`config.mk`:
```
export PLATFORM = sky130hd
export DESIGN_NAME = cmp_timer
export DESIGN_NICKNAME = d
export VERILOG_FILES = /design/src/rtl/cmp_timer_pkg.sv /design/src/rtl/cmp_timer_prescale.sv /design/src/rtl/cmp_timer_count.sv /design/src/rtl/cmp_timer_regs.sv /design/src/rtl/cmp_timer.sv
export SDC_FILE = /design/constraint.sdc
export NUM_CORES = 1
export LEC_CHECK = 0
export BUFFER_PORTS_ARGS = -buffer_cell sky130_fd_sc_hd__buf_2
export CAP_MARGIN = 15
export CORE_ASPECT_RATIO = 1.2
export CORE_UTILIZATION = 47
export DETAILED_ROUTE_END_ITERATION = 12
export PLACE_DENSITY = 0.64
export SYNTH_ARGS = -nofsm -noshare
export SYNTH_HDL_FRONTEND = slang
export SYNTH_HIERARCHICAL = 1
export SYNTH_SLANG_ARGS = --single-unit
```
`constraint.sdc`:
```
create_clock -name clk -period 6.9 [get_ports clk]
set_clock_uncertainty 0.2 [all_clocks]
set_input_delay 0.69 -clock clk [delete_from_list [all_inputs] [get_ports clk]]
set_output_delay 0.69 -clock clk [all_outputs]
set_load 0.1 [all_outputs]
```
`src/rtl/cmp_timer_pkg.sv`:
```
package cmp_timer_pkg;
  localparam int unsigned ADDR_W = 2;

  typedef enum logic [ADDR_W-1:0] {
    SEL_CTRL  = 2'd0,
    SEL_CMP   = 2'd1,
    SEL_COUNT = 2'd2,
    SEL_FLAG  = 2'd3
  } word_sel_e;

  // bit positions inside the control/status word
  localparam int unsigned BIT_RUN     = 0;
  localparam int unsigned BIT_IE      = 1;
  localparam int unsigned BIT_PSC_LSB = 8;
  localparam int unsigned BIT_ACTIVE  = 16;
  localparam int unsigned BIT_FLAG    = 0;
endpackage

```
`src/rtl/cmp_timer_prescale.sv`:
```
module cmp_timer_prescale #(
  parameter int unsigned PSC_W = 7
) (
  input  logic             clk,
  input  logic             rst,
  input  logic             run,
  input  logic             restart,
  input  logic [PSC_W-1:0] psc,
  output logic             tick
);
  logic [PSC_W-1:0] div_q;

  assign tick = run && (div_q >= psc);

  always_ff @(posedge clk) begin
    if (rst || restart) begin
      div_q <= '0;
    end else if (tick) begin
      div_q <= '0;
    end else if (run) begin
      div_q <= div_q + PSC_W'(1);
    end
  end
endmodule

```
`src/rtl/cmp_timer_count.sv`:
```
module cmp_timer_count #(
  parameter int unsigned CNT_W = 24
) (
  input  logic             clk,
  input  logic             rst,
  input  logic             tick,
  input  logic             restart,
  input  logic [CNT_W-1:0] cmp,
  output logic [CNT_W-1:0] cnt,
  output logic             match
);
  logic [CNT_W-1:0] cnt_q;
  logic [CNT_W-1:0] cnt_inc;

  assign cnt_inc = cnt_q + CNT_W'(1);
  assign match   = tick && (cnt_inc == cmp);
  assign cnt     = cnt_q;

  always_ff @(posedge clk) begin
    if (rst || restart) begin
      cnt_q <= '0;
    end else if (tick) begin
      cnt_q <= cnt_inc;
    end
  end
endmodule

```
`src/rtl/cmp_timer_regs.sv`:
```
module cmp_timer_regs
  import cmp_timer_pkg::*;
#(
  parameter int unsigned CNT_W   = 24,
  parameter int unsigned PSC_W   = 7,
  parameter int unsigned CMP_MIN = 2,
  parameter int unsigned DATA_W  = 32
) (
  input  logic              clk,
  input  logic              rst,
  input  logic              reg_wr,
  input  logic [ADDR_W-1:0] reg_addr,
  input  logic [DATA_W-1:0] reg_wdata,
  input  logic              tick,
  input  logic              match,
  input  logic [CNT_W-1:0]  cnt,
  output logic              run,
  output logic              restart,
  output logic [PSC_W-1:0]  psc,
  output logic [CNT_W-1:0]  cmp,
  output logic              ie,
  output logic              flag,
  output logic              active,
  output logic              irq,
  output logic [DATA_W-1:0] reg_rdata
);
  localparam logic [DATA_W-1:0] LIM_HI = {{(DATA_W-CNT_W){1'b0}}, {CNT_W{1'b1}}};
  localparam logic [DATA_W-1:0] LIM_LO = DATA_W'(CMP_MIN);

  logic             run_q, ie_q, flag_q, act_q, irq_q;
  logic [PSC_W-1:0] psc_q;
  logic [CNT_W-1:0] cmp_q;
  logic [DATA_W-1:0] rd_q, rd_d;
  logic ctrl_wr, cmp_wr, clr_wr, stop_wr;
  logic flag_d, ie_d;
  logic [CNT_W-1:0] cmp_clamped;

  assign ctrl_wr = reg_wr && (reg_addr == SEL_CTRL);
  assign cmp_wr  = reg_wr && (reg_addr == SEL_CMP);
  assign clr_wr  = reg_wr && (reg_addr == SEL_FLAG) && reg_wdata[BIT_FLAG];
  assign restart = ctrl_wr && reg_wdata[BIT_RUN] && !run_q;
  assign stop_wr = ctrl_wr && !reg_wdata[BIT_RUN];

  always_comb begin
    if (reg_wdata < LIM_LO)      cmp_clamped = LIM_LO[CNT_W-1:0];
    else if (reg_wdata > LIM_HI) cmp_clamped = LIM_HI[CNT_W-1:0];
    else                         cmp_clamped = reg_wdata[CNT_W-1:0];
  end

  // a match outranks a clear in the same cycle
  assign flag_d = match ? 1'b1 : (clr_wr ? 1'b0 : flag_q);
  assign ie_d   = ctrl_wr ? reg_wdata[BIT_IE] : ie_q;

  always_comb begin
    rd_d = '0;
    case (reg_addr)
      SEL_CTRL: begin
        rd_d[BIT_RUN]               = run_q;
        rd_d[BIT_IE]                = ie_q;
        rd_d[BIT_PSC_LSB +: PSC_W]  = psc_q;
        rd_d[BIT_ACTIVE]            = act_q;
      end
      SEL_CMP:   rd_d[CNT_W-1:0] = cmp_q;
      SEL_COUNT: rd_d[CNT_W-1:0] = cnt;
      default:   rd_d[BIT_FLAG]  = flag_q;
    endcase
  end

  always_ff @(posedge clk) begin
    if (rst) begin
      run_q  <= 1'b0;
      ie_q   <= 1'b0;
      psc_q  <= '0;
      cmp_q  <= LIM_HI[CNT_W-1:0];
      flag_q <= 1'b0;
      act_q  <= 1'b0;
      irq_q  <= 1'b0;
      rd_q   <= '0;
    end else begin
      if (ctrl_wr) begin
        run_q <= reg_wdata[BIT_RUN];
        psc_q <= reg_wdata[BIT_PSC_LSB +: PSC_W];
      end
      ie_q <= ie_d;
      if (cmp_wr) cmp_q <= cmp_clamped;
      flag_q <= flag_d;
      if (stop_wr || restart) act_q <= 1'b0;
      else if (tick)          act_q <= 1'b1;
      irq_q <= flag_d && ie_d;
      rd_q  <= rd_d;
    end
  end

  assign run       = run_q;
  assign psc       = psc_q;
  assign cmp       = cmp_q;
  assign ie        = ie_q;
  assign flag      = flag_q;
  assign active    = act_q;
  assign irq       = irq_q;
  assign reg_rdata = rd_q;
endmodule

```
`src/rtl/cmp_timer.sv`:
```
module cmp_timer
  import cmp_timer_pkg::*;
#(
  parameter int unsigned CNT_W   = 24,
  parameter int unsigned PSC_W   = 7,
  parameter int unsigned CMP_MIN = 2,
  parameter int unsigned DATA_W  = 32
) (
  input  logic              clk,
  input  logic              rst,
  input  logic              reg_wr,
  input  logic [1:0]        reg_addr,
  input  logic [DATA_W-1:0] reg_wdata,
  output logic [DATA_W-1:0] reg_rdata,
  output logic              irq
);
  logic             tick, match, run, restart, ie, flag, active;
  logic [PSC_W-1:0] psc;
  logic [CNT_W-1:0] cmp, cnt;

  cmp_timer_prescale #(.PSC_W(PSC_W)) u_psc (
    .clk(clk), .rst(rst), .run(run), .restart(restart), .psc(psc), .tick(tick)
  );

  cmp_timer_count #(.CNT_W(CNT_W)) u_cnt (
    .clk(clk), .rst(rst), .tick(tick), .restart(restart), .cmp(cmp),
    .cnt(cnt), .match(match)
  );

  cmp_timer_regs #(
    .CNT_W(CNT_W), .PSC_W(PSC_W), .CMP_MIN(CMP_MIN), .DATA_W(DATA_W)
  ) u_regs (
    .clk(clk), .rst(rst), .reg_wr(reg_wr), .reg_addr(reg_addr),
    .reg_wdata(reg_wdata), .tick(tick), .match(match), .cnt(cnt),
    .run(run), .restart(restart), .psc(psc), .cmp(cmp), .ie(ie),
    .flag(flag), .active(active), .irq(irq), .reg_rdata(reg_rdata)
  );
endmodule

```
==> After elaboration in Yosys (flattened, before gate mapping) <==
Index checks and enable logic that the tools add are counted.
{ "classes": {"n_mux": 12, "order_cmp": 3, "n_addsub": 2, "n_reduce_logical": 17, "eq_ne": 4} }
{ "ops": {"columns": ["op", "n"], "rows": [
  ["2-to-1 mux 24 bit", 2],
  ["> comparator 32 x 24 -> 1 bit, second input constant", 1],
  ["< comparator 32 x 2 -> 1 bit, second input constant", 1],
  ["adder 24 x 1 -> 24 bit, second input constant", 1],
  ["== test 24 bit", 1],
  ["one-hot mux 7 bit (3 select lines)", 1],
  ["one-hot mux 7 bit (2 select lines)", 1],
  ["one-hot mux 6 bit (2 select lines)", 1],
  ["logical AND 1 bit", 10],
  ["one-hot mux 1 bit (3 select lines)", 3],
  ["adder 7 x 1 -> 7 bit, second input constant", 1],
  [">= comparator 7 bit", 1],
  ["== test 2 bit, second input constant", 2],
  ["OR reduction 2 bit", 2],
  ["2-to-1 mux 1 bit", 3],
  ["== test 2 x 1 -> 1 bit, second input constant", 1],
  ["zero test 1 bit", 2],
  ["zero test 2 bit", 1],
  ["logical OR 1 bit", 2],
  ["one-hot mux 1 bit (2 select lines)", 1]
]} }
{ "totals": {"output_inout_bits": 33, "elab_cells": 49, "reg_bits": 99, "input_bits": 37} }

==> Logic depth before layout (Yosys ltp) <==
Gate-level depths: netlist of the first run.
{ "depth": {"depth_word": 6, "mapped_depth": 13, "mapped_depth_nobuf": 12} }

==> By module <==
Netlist of the first run, hierarchy kept.
{ "by_module_without_submodules": {"columns": ["module", "cells_per_inst", "seq_area_each_um2", "area_per_inst_um2", "instances"], "rows": [
  ["cmp_timer_regs", 246, 1201.2, 2280.9, 1],
  ["cmp_timer_count", 231, 480.5, 1860.5, 1],
  ["cmp_timer_prescale", 55, 140.1, 525.5, 1]
]} }

==> Worst setup path after synthesis of the first run <==
OpenSTA, ideal clock, no wires.
{ "synth_path": {"path_type": "flip-flop to flip-flop", "start": "reg u_psc.div_q[0]", "end": "reg u_regs.irq_q, in the netlist u_regs/irq", "path_stages_with_launch": 14, "n_path_buf": 1, "setup_time_ns": 0.078, "slack_ns": 4.077, "arrival_ns": 2.545, "required_ns": 6.622, "period_less_slack_ns": 2.823, "cell_sequence": "dfxtp_1 -> inv_1 -> ha_1 -> nand2b_4 -> a2111oi_4 -> or2_1 -> a31oi_1 -> clkbuf_1 -> nand4_1 -> nor4_1 -> o2111ai_1 -> nor4_2 -> a21oi_1 -> nor3_1"} }
{ "synth_between": {"elab_chain_len": 5} }
{ "synth_rtl": {"columns": ["item", "line_no", "text"], "rows": [
  ["start, declared", "cmp_timer_prescale.sv:11", "logic [PSC_W-1:0] div_q;"],
  ["start signal, assigned", "cmp_timer_prescale.sv:21", "div_q <= div_q + PSC_W'(1);"],
  [">= comparator 7 bit", "cmp_timer_prescale.sv:13", "assign tick = run && (div_q >= psc);"],
  ["logical AND 1 bit", "cmp_timer_prescale.sv:13", null],
  ["named net tick", "cmp_timer.sv:17", "logic tick, match, run, restart, ie, flag, active;"],
  ["logical AND 1 bit", "cmp_timer_count.sv:16", "assign match = tick && (cnt_inc == cmp);"],
  ["named net match", "cmp_timer.sv:17", null],
  ["2-to-1 mux 1 bit", "cmp_timer_regs.sv:51", "assign flag_d = match ? 1'b1 : (clr_wr ? 1'b0 : flag_q);"],
  ["logical AND 1 bit", "cmp_timer_regs.sv:89", "irq_q <= flag_d && ie_d;"],
  ["end signal, assigned", "cmp_timer_regs.sv:89", null],
  ["end, declared", "cmp_timer_regs.sv:30", "logic run_q, ie_q, flag_q, act_q, irq_q;"]
]} }
The timed path passes the listed nets, and every way through them passes these cells.
A chain may end at the register's enable or synchronous reset.

==> Final worst setup path of the first run <==
{ "layout_path": {"start": "in reg_addr[1]", "end": "reg u_regs.cmp_q[1], in the netlist u_regs/cmp[1]"} }
{ "layout_between": {"elab_chain_len": 2} }
{ "layout_rtl": {"columns": ["item", "line_no", "text"], "rows": [
  ["start, declared", "cmp_timer.sv:12", "input logic [1:0] reg_addr,"],
  ["== test 2 x 1 -> 1 bit", "cmp_timer_regs.sv:39", "assign cmp_wr = reg_wr && (reg_addr == SEL_CMP);"],
  ["logical AND 1 bit", "cmp_timer_regs.sv:39", null],
  ["end signal, assigned", "cmp_timer_regs.sv:74", "cmp_q <= LIM_HI[CNT_W-1:0];"],
  ["end signal, assigned", "cmp_timer_regs.sv:85", "if (cmp_wr) cmp_q <= cmp_clamped;"],
  ["end, declared", "cmp_timer_regs.sv:32", "logic [CNT_W-1:0] cmp_q;"]
]} }
No other way between the ends.

==> results of run 1 <==
==> how the worst max path moves through the flow <==
stage              startpoint            end  slack, ps  cells past startpoint
6_report          reg_addr[1]  u_regs/cmp[1]       2920                      7
3_3_place_gp      reg_addr[1]  u_regs/cmp[1]       2780                      7
3_5_place_dp      reg_addr[1]  u_regs/cmp[1]       2650                      7
4_1_cts           reg_addr[1]  u_regs/cmp[1]       3000                      7
5_1_grt           reg_addr[1]  u_regs/cmp[1]       2770                      7
2_1_floorplan  u_psc/div_q[0]     u_regs/irq       4080                     13
==> layout by cell type, fill, tap and decap left out, drive strengths merged, types with 2 or more instances in the layout <==
master and count:
dfxtp 91, nor2 70, buf 62, nand2 59, xnor2 33, xor2 26
o22ai 23, a21oi 18, nand3 17, inv 16, ha 14, a22oi 14
nand4 14, clkbuf 12, nor4 12, a222oi 10, nor3 8, conb 8
and2 6, clkinv 5, nor3b 4, o21ai 4, mux2i 4, or2 4
and3 4, o211ai 3, nor4b 3, or3 3, o2111ai 3, a31oi 2
a211oi 2, a21boi 2
==> power by group <==
group / internal, mW / switching (mW)
Clock: 0.272 / 0.201
Sequential: 0.533 / 0.00400
Combinational: 0.0270 / 0.101
Total: 0.832 / 0.306
==> logic make-up after synthesis <==
logic type,after synthesis
and+or+nand+nor,210
AOI/OAI and AO/OA,93
DFF,91
buffers and inverters,60
xor gates and xnor gates,59
adders and majority gates,14
muxes,4
other,1
==> cell usage after synthesis (2+ instances only) <==
cell / instances
and2_1: 3
xor2_1: 26
nand2_1: 59
o21ai_0: 4
nor4_2: 2
nand4_1: 12
a222oi_1: 10
o22ai_1: 23
buf_2: 6
nor4_4: 4
inv_1: 16
xnor2_1: 33
or2_2: 3
nor3b_1: 4
nand3_1: 16
a21oi_1: 18
clkbuf_1: 21
nand4_4: 2
a31oi_1: 2
nor2_1: 69
and2_0: 2
buf_4: 12
and3_1: 2
a211oi_1: 2
nor4_1: 6
ha_1: 14
nor3_1: 8
a22oi_1: 14
buf_6: 3
o211ai_1: 3
or3_1: 3
mux2i_1: 4
o2111ai_1: 2
dfxtp_1: 91
and3_2: 2
nor4b_1: 3
==> metrics by stage <==
stage / setup WS, ps / area (sq um) / instances / hold WS (ps) / util, %
after floorplan: 4080 / 4690 / 539 / 249 / -
after global placement: 2780 / 4920 / 681 / 265 / 51.5
after detailed placement: 2650 / 4920 / 681 / 274 / 51.5
after CTS: 3000 / 5210 / 697 / 283 / 54.5
after global routing: 2770 / 5210 / 697 / 305 / 54.5
final: 2920 / 5210 / 697 / 283 / 54.5
==> routing by layer <==
metal	share of wire, %	track usage, %	vias to the layer above
met2	48	39.1	109
met3	4.2	3.16	22
met5	0	0	-
met4	2.5	11.2	0
met1	45	30.7	1862
li1	-	-	1928
==> registers in the layout, indices dropped and copies added, names as in the netlist <==
| signal | count |
|---|---|
| u_cnt/cnt | 24 |
| u_regs/irq | 1 |
| u_psc/div_q | 7 |
| u_regs/cmp | 24 |
| u_regs/reg_rdata | 24 |
| u_regs/ie | 1 |
| u_regs/flag | 1 |
| u_regs/psc | 7 |
| u_regs/run | 1 |
| u_regs/active | 1 |
==> area by class of cell <==
cell class / count / area [sq um] / share of cell area, %
multi-input combinational: 388 / 2570 / 49.3
sequential: 91 / 1820 / 34.9
timing repair buffer: 62 / 313 / 6.00
clock buffer: 12 / 267 / 5.11
tap: 123 / 154 / 2.95
inverter: 17 / 63.8 / 1.22
clock inverter: 4 / 23.8 / 0.456
==> worst min-delay path: stages, from the launching register on <==
cell and delay (ps):
dfxtp_1 330, nand2_1 60, a21oi_1 50
==> impl_metrics.yaml, run 1 <==
synthesis:
  syn-cell-area_sq_um: 4670
  yosys.area_share.simple_pct: 23.7
  synth_compound_area_share_pct: 15.1
  syn_inst: 532
  synth_cell_types: 64
  synth_top_family_by_area: "simple AND/OR/NAND/NOR gates"
  yosysWarnings: 6
  synth_top_area_share_pct: 39.0
  synth_top_flop_cell: "dfxtp_1"
  yosysTopAreaCell: "dfxtp_1"
  avgSynthCellArea_sq_um: 8.77
  muxShareOfSynthArea_pct: 0.858
  synthArstFlopShare_pct: 0
  synth_xor_area_share_pct: 11.1
  ys_seq_area_share_pct: 39.0
  synth.area.top_cells: "dfxtp_1, xnor2_1, nor2_1, xor2_1, nand2_1"
  synth-adder-area-share_pct: 3.75
  ys_ff_latch: 91
  synth_edf_count: 0
critical_path:
  cp_slowest_cell: "and2_1"
  required_ps: 6930
  reg2reg_to: "u_regs/irq"
  r2r_slack_ps: 3710
  r2r_cells: 12
  crit_fanout: 26
  critical_path_class: "in2reg"
  start_kind: "primary input"
  regToRegStartpoint: "u_psc/div_q[2]"
  cp.arrival_ps: 4000
  crit_buf_inv: 2
  crit_chain: "buf_2, inv_1, ha_1, and2_1, nand3_2, or3_1, o32a_2"
  cpLargestDelayFamily: "simple AND/OR/NAND/NOR gates"
  slowest_delay_ps: 900
  end_kind: "flop"
clocking:
  post_cts_buffers: 0
  root_buffer: "clkbuf_16"
  clkTransAtPathRegs_ps: 60
  cts_buffer_depth: 2
  postCtsResizedCells: 0
  cts_sinks: 91
  ctsHtreeMaxLevel: 3
  clkLatencyLatePin_ps: 340
  cts-hold-fix-buffers: 0
  cts_buffers: 9
  cts_tree: "yes"
global_routing:
  grt_antenna_before_repair: 0
  first_global_vias: 3754
  grt_pass1_wl_microns: 19200
  grt_max_degree: 27
  overflow: 0
  gr-usage-all-layers_pct: 23.8
die:
  core-area_sq_um: 9560
  die_width_microns: 93.0
  rows: 39
  initial_core_util_pct: 48.8
  io-pin-count: 70
  dieHeight_microns: 111
  die_area_sq_um: 10300
layout:
  antenna_cells: 0
  fill_cells: 905
  drive_gt1_share_pct: 17.6
  area_delta_synth_final_pct: 11.7
  nets: 620
power_and_ir_drop:
  p_leak_nw: 1.99
  powerDensity_nw_per_um2: 218
  ir_drop_v: 0.000151
  power_mw: 1.14
timing:
  slew-limit-headroom_pct: 31.0
  final_hold_viol_count: 0
  tightest_slew_ps: 1040
  finalMaxSlewViolations: 0
  max_freq_mhz: 251
  rsz0062_at_grt: "false"
  setup_violations: 0
  min_period_ps: 3980
  finalCritPeriodShare_pct: 57.6
  timing.setup.tns_ps: 0
routing:
  vias: 3921
  drc: 0
  drtIter0Drc: 301
  totalWireLength_microns: 11800
  avgRoutedWirePerCell_microns: 16.9
  first_pass_iters: 5
  drtAntennaViolNets: 0
  routed_via_density: 5.63
hold_path:
  worstHoldStart: "u_regs/psc[5]"
  hold_path.class: "reg2reg"
  hold_end: "u_regs/psc[5]"
  hold_depth: 2
flow_run:
  max_cap_viol_count: 0
placement:
  io_buffer_count: 61
  place.gp.congestion: 0.906
  hpwl_microns: 8540
status:
  status: "complete, no violations"
(Power assumes the default switching activity.)
==> run 2, diff against run 1 <==
--- a/config.mk
+++ b/config.mk
@@ -10,7 +10,7 @@
 export CORE_ASPECT_RATIO = 1.2
 export CORE_UTILIZATION = 47
 export DETAILED_ROUTE_END_ITERATION = 12
-export PLACE_DENSITY = 0.64
+export PLACE_DENSITY = 0.66
 export SYNTH_ARGS = -nofsm -noshare
 export SYNTH_HDL_FRONTEND = slang
 export SYNTH_HIERARCHICAL = 1
==> constraint.sdc (replaced) <==
create_clock -name clk -period 3.18 [get_ports clk]
set_clock_uncertainty 0.2 [all_clocks]
set_input_delay 0.318 -clock clk [delete_from_list [all_inputs] [get_ports clk]]
set_output_delay 0.318 -clock clk [all_outputs]
set_load 0.1 [all_outputs]
==> run 2 against run 1 <==
Via count up 2.7%. Hold slack worse by 270 ps. Register-to-register slack worse by 3400 ps. Sequential share of layout area down 0.87 points. Cell area up 2.6%. Final cell count up 2.0%. Largest power group unchanged. Highest routed layer unchanged.
==> impl_metrics.yaml, run 2 (synthesis results as in run 1) <==
clocking:
  cts_sinks: 91
  postCtsResizedCells: 0
  cts_buffer_depth: 2
  cts-hold-fix-buffers: 5
  clkTransAtPathRegs_ps: 60
  post_cts_buffers: 0
  cts_tree: "yes"
  cts_buffers: 9
  ctsHtreeMaxLevel: 3
  clkLatencyLatePin_ps: 340
  root_buffer: "clkbuf_16"
critical_path:
  regToRegStartpoint: "u_cnt/cnt[0]"
  reg2reg_to: "u_regs/irq"
  start_kind: "flop"
  crit_fanout: 8
  cp.arrival_ps: 2960
  r2r_cells: 9
  critical_path_class: "reg2reg"
  required_ps: 3250
  end_kind: "flop"
  r2r_slack_ps: 290
routing:
  drc: 0
  drtAntennaViolNets: 0
  first_pass_iters: 5
  totalWireLength_microns: 12000
  avgRoutedWirePerCell_microns: 16.8
  vias: 4028
  routed_via_density: 5.67
  drtIter0Drc: 261
die:
  die_width_microns: 93.0
  core-area_sq_um: 9560
  initial_core_util_pct: 48.8
  rows: 39
  die_area_sq_um: 10300
  dieHeight_microns: 111
  io-pin-count: 70
timing:
  whs_ps: 8.00
  timing.setup.tns_ps: 0
  max_freq_mhz: 346
  finalCritPeriodShare_pct: 91.0
  setup_ws_ps: 286
  tightest_slew_ps: 594
  slew-limit-headroom_pct: 60.0
  setup_violations: 0
  finalMaxSlewViolations: 0
  min_period_ps: 2890
  final_hold_viol_count: 0
  rsz0062_at_grt: "false"
layout:
  drive_gt1_share_pct: 18.4
  final_common_cell: "dfxtp_1"
  fill_cells: 884
  final_cell_mix: "dfxtp_1, nor2_1, buf_2"
  nets: 634
  antenna_cells: 0
  area_delta_synth_final_pct: 14.6
  instances_no_fill: 711
hold_path:
  hold_depth: 3
  hold_path.class: "in2reg"
  worstHoldStart: "reg_wdata[23]"
  hold_end: "u_regs/cmp[23]"
placement:
  pre_cts_slack_ps: 334
  io_buffer_count: 61
  hpwl_microns: 8600
  place.gp.congestion: 0.930
  place_inst: 690
global_routing:
  overflow: 0
  grt_pass1_wl_microns: 19600
  first_global_vias: 3946
  gr-usage-all-layers_pct: 24.3
  grt_max_degree: 26
  grt_antenna_before_repair: 0
power_and_ir_drop:
  ir_drop_v: 0.000296
  power_mw: 2.54
  powerDensity_nw_per_um2: 475
  p_leak_nw: 2.05
flow_run:
  max_cap_viol_count: 0
status:
  status: "complete, no violations"
## run 2: cell count changes in the layout (fill, tap and decap cells not counted), moves of 2 or more
cell	change
buf_4	+9
clkbuf_1	+2
clkinv_2	-3
dlygate4sd3_1	+5
## run 2: per-stage QoR
step / util [%] / instance area (sq um)
floorplan: - / 4690
detailed placement: 52.2 / 4990
CTS: 55.9 / 5350
finish: 55.9 / 5350
global route: 55.9 / 5350
global placement: 52.2 / 4990
## run 2: how the worst max path moves through the flow
stage,start,endpoint,slack [ps],depth (start not counted)
3_3_place_gp,u_cnt/cnt[0],u_regs/irq,450,9
3_5_place_dp,u_cnt/cnt[0],u_regs/irq,330,9
4_1_cts,u_cnt/cnt[0],u_regs/irq,330,9
2_1_floorplan,u_psc/div_q[0],u_regs/irq,360,13
5_1_grt,u_psc/div_q[0],u_regs/irq,70,12
6_report,u_cnt/cnt[0],u_regs/irq,290,9
## run 2: per-layer routing
metal | part of all wire (%) | GRT usage [%]
met1 | 42 | 29.1
met2 | 50 | 41.8
met3 | 5.5 | 3.70
met4 | 2.2 | 12.0
met5 | 0 | 0
## run 2: area by class of cell
class | count | area, sq um | area share, %
Multi-Input combinational cell | 388 | 2570 | 48.1
Inverter | 17 | 63.8 | 1.19
Clock buffer | 13 | 260 | 4.87
Sequential cell | 91 | 1820 | 34.1
Clock inverter | 3 | 46.3 | 0.866
Tap cell | 123 | 154 | 2.88
Timing Repair Buffer | 76 | 430 | 8.05
## run 2: critical path: stages (launching register included)
cell,delay (ps)
dfxtp_1,460
ha_1,350
nand2_1,150
nor4_4,460
a21boi_2,110
o41a_1,430
a22o_1,230
nor4_2,200
a21oi_1,90
nor3_1,140
## run 2: where the power goes
| part | internal [mW] | switching (mW) | leakage, nW | total, mW |
|---|---|---|---|---|
| combinational | 0.0663 | 0.223 | 1.17 | 0.290 |
| clock | 0.654 | 0.434 | 0.146 | 1.09 |
| sequential | 1.16 | 0.00727 | 0.737 | 1.16 |
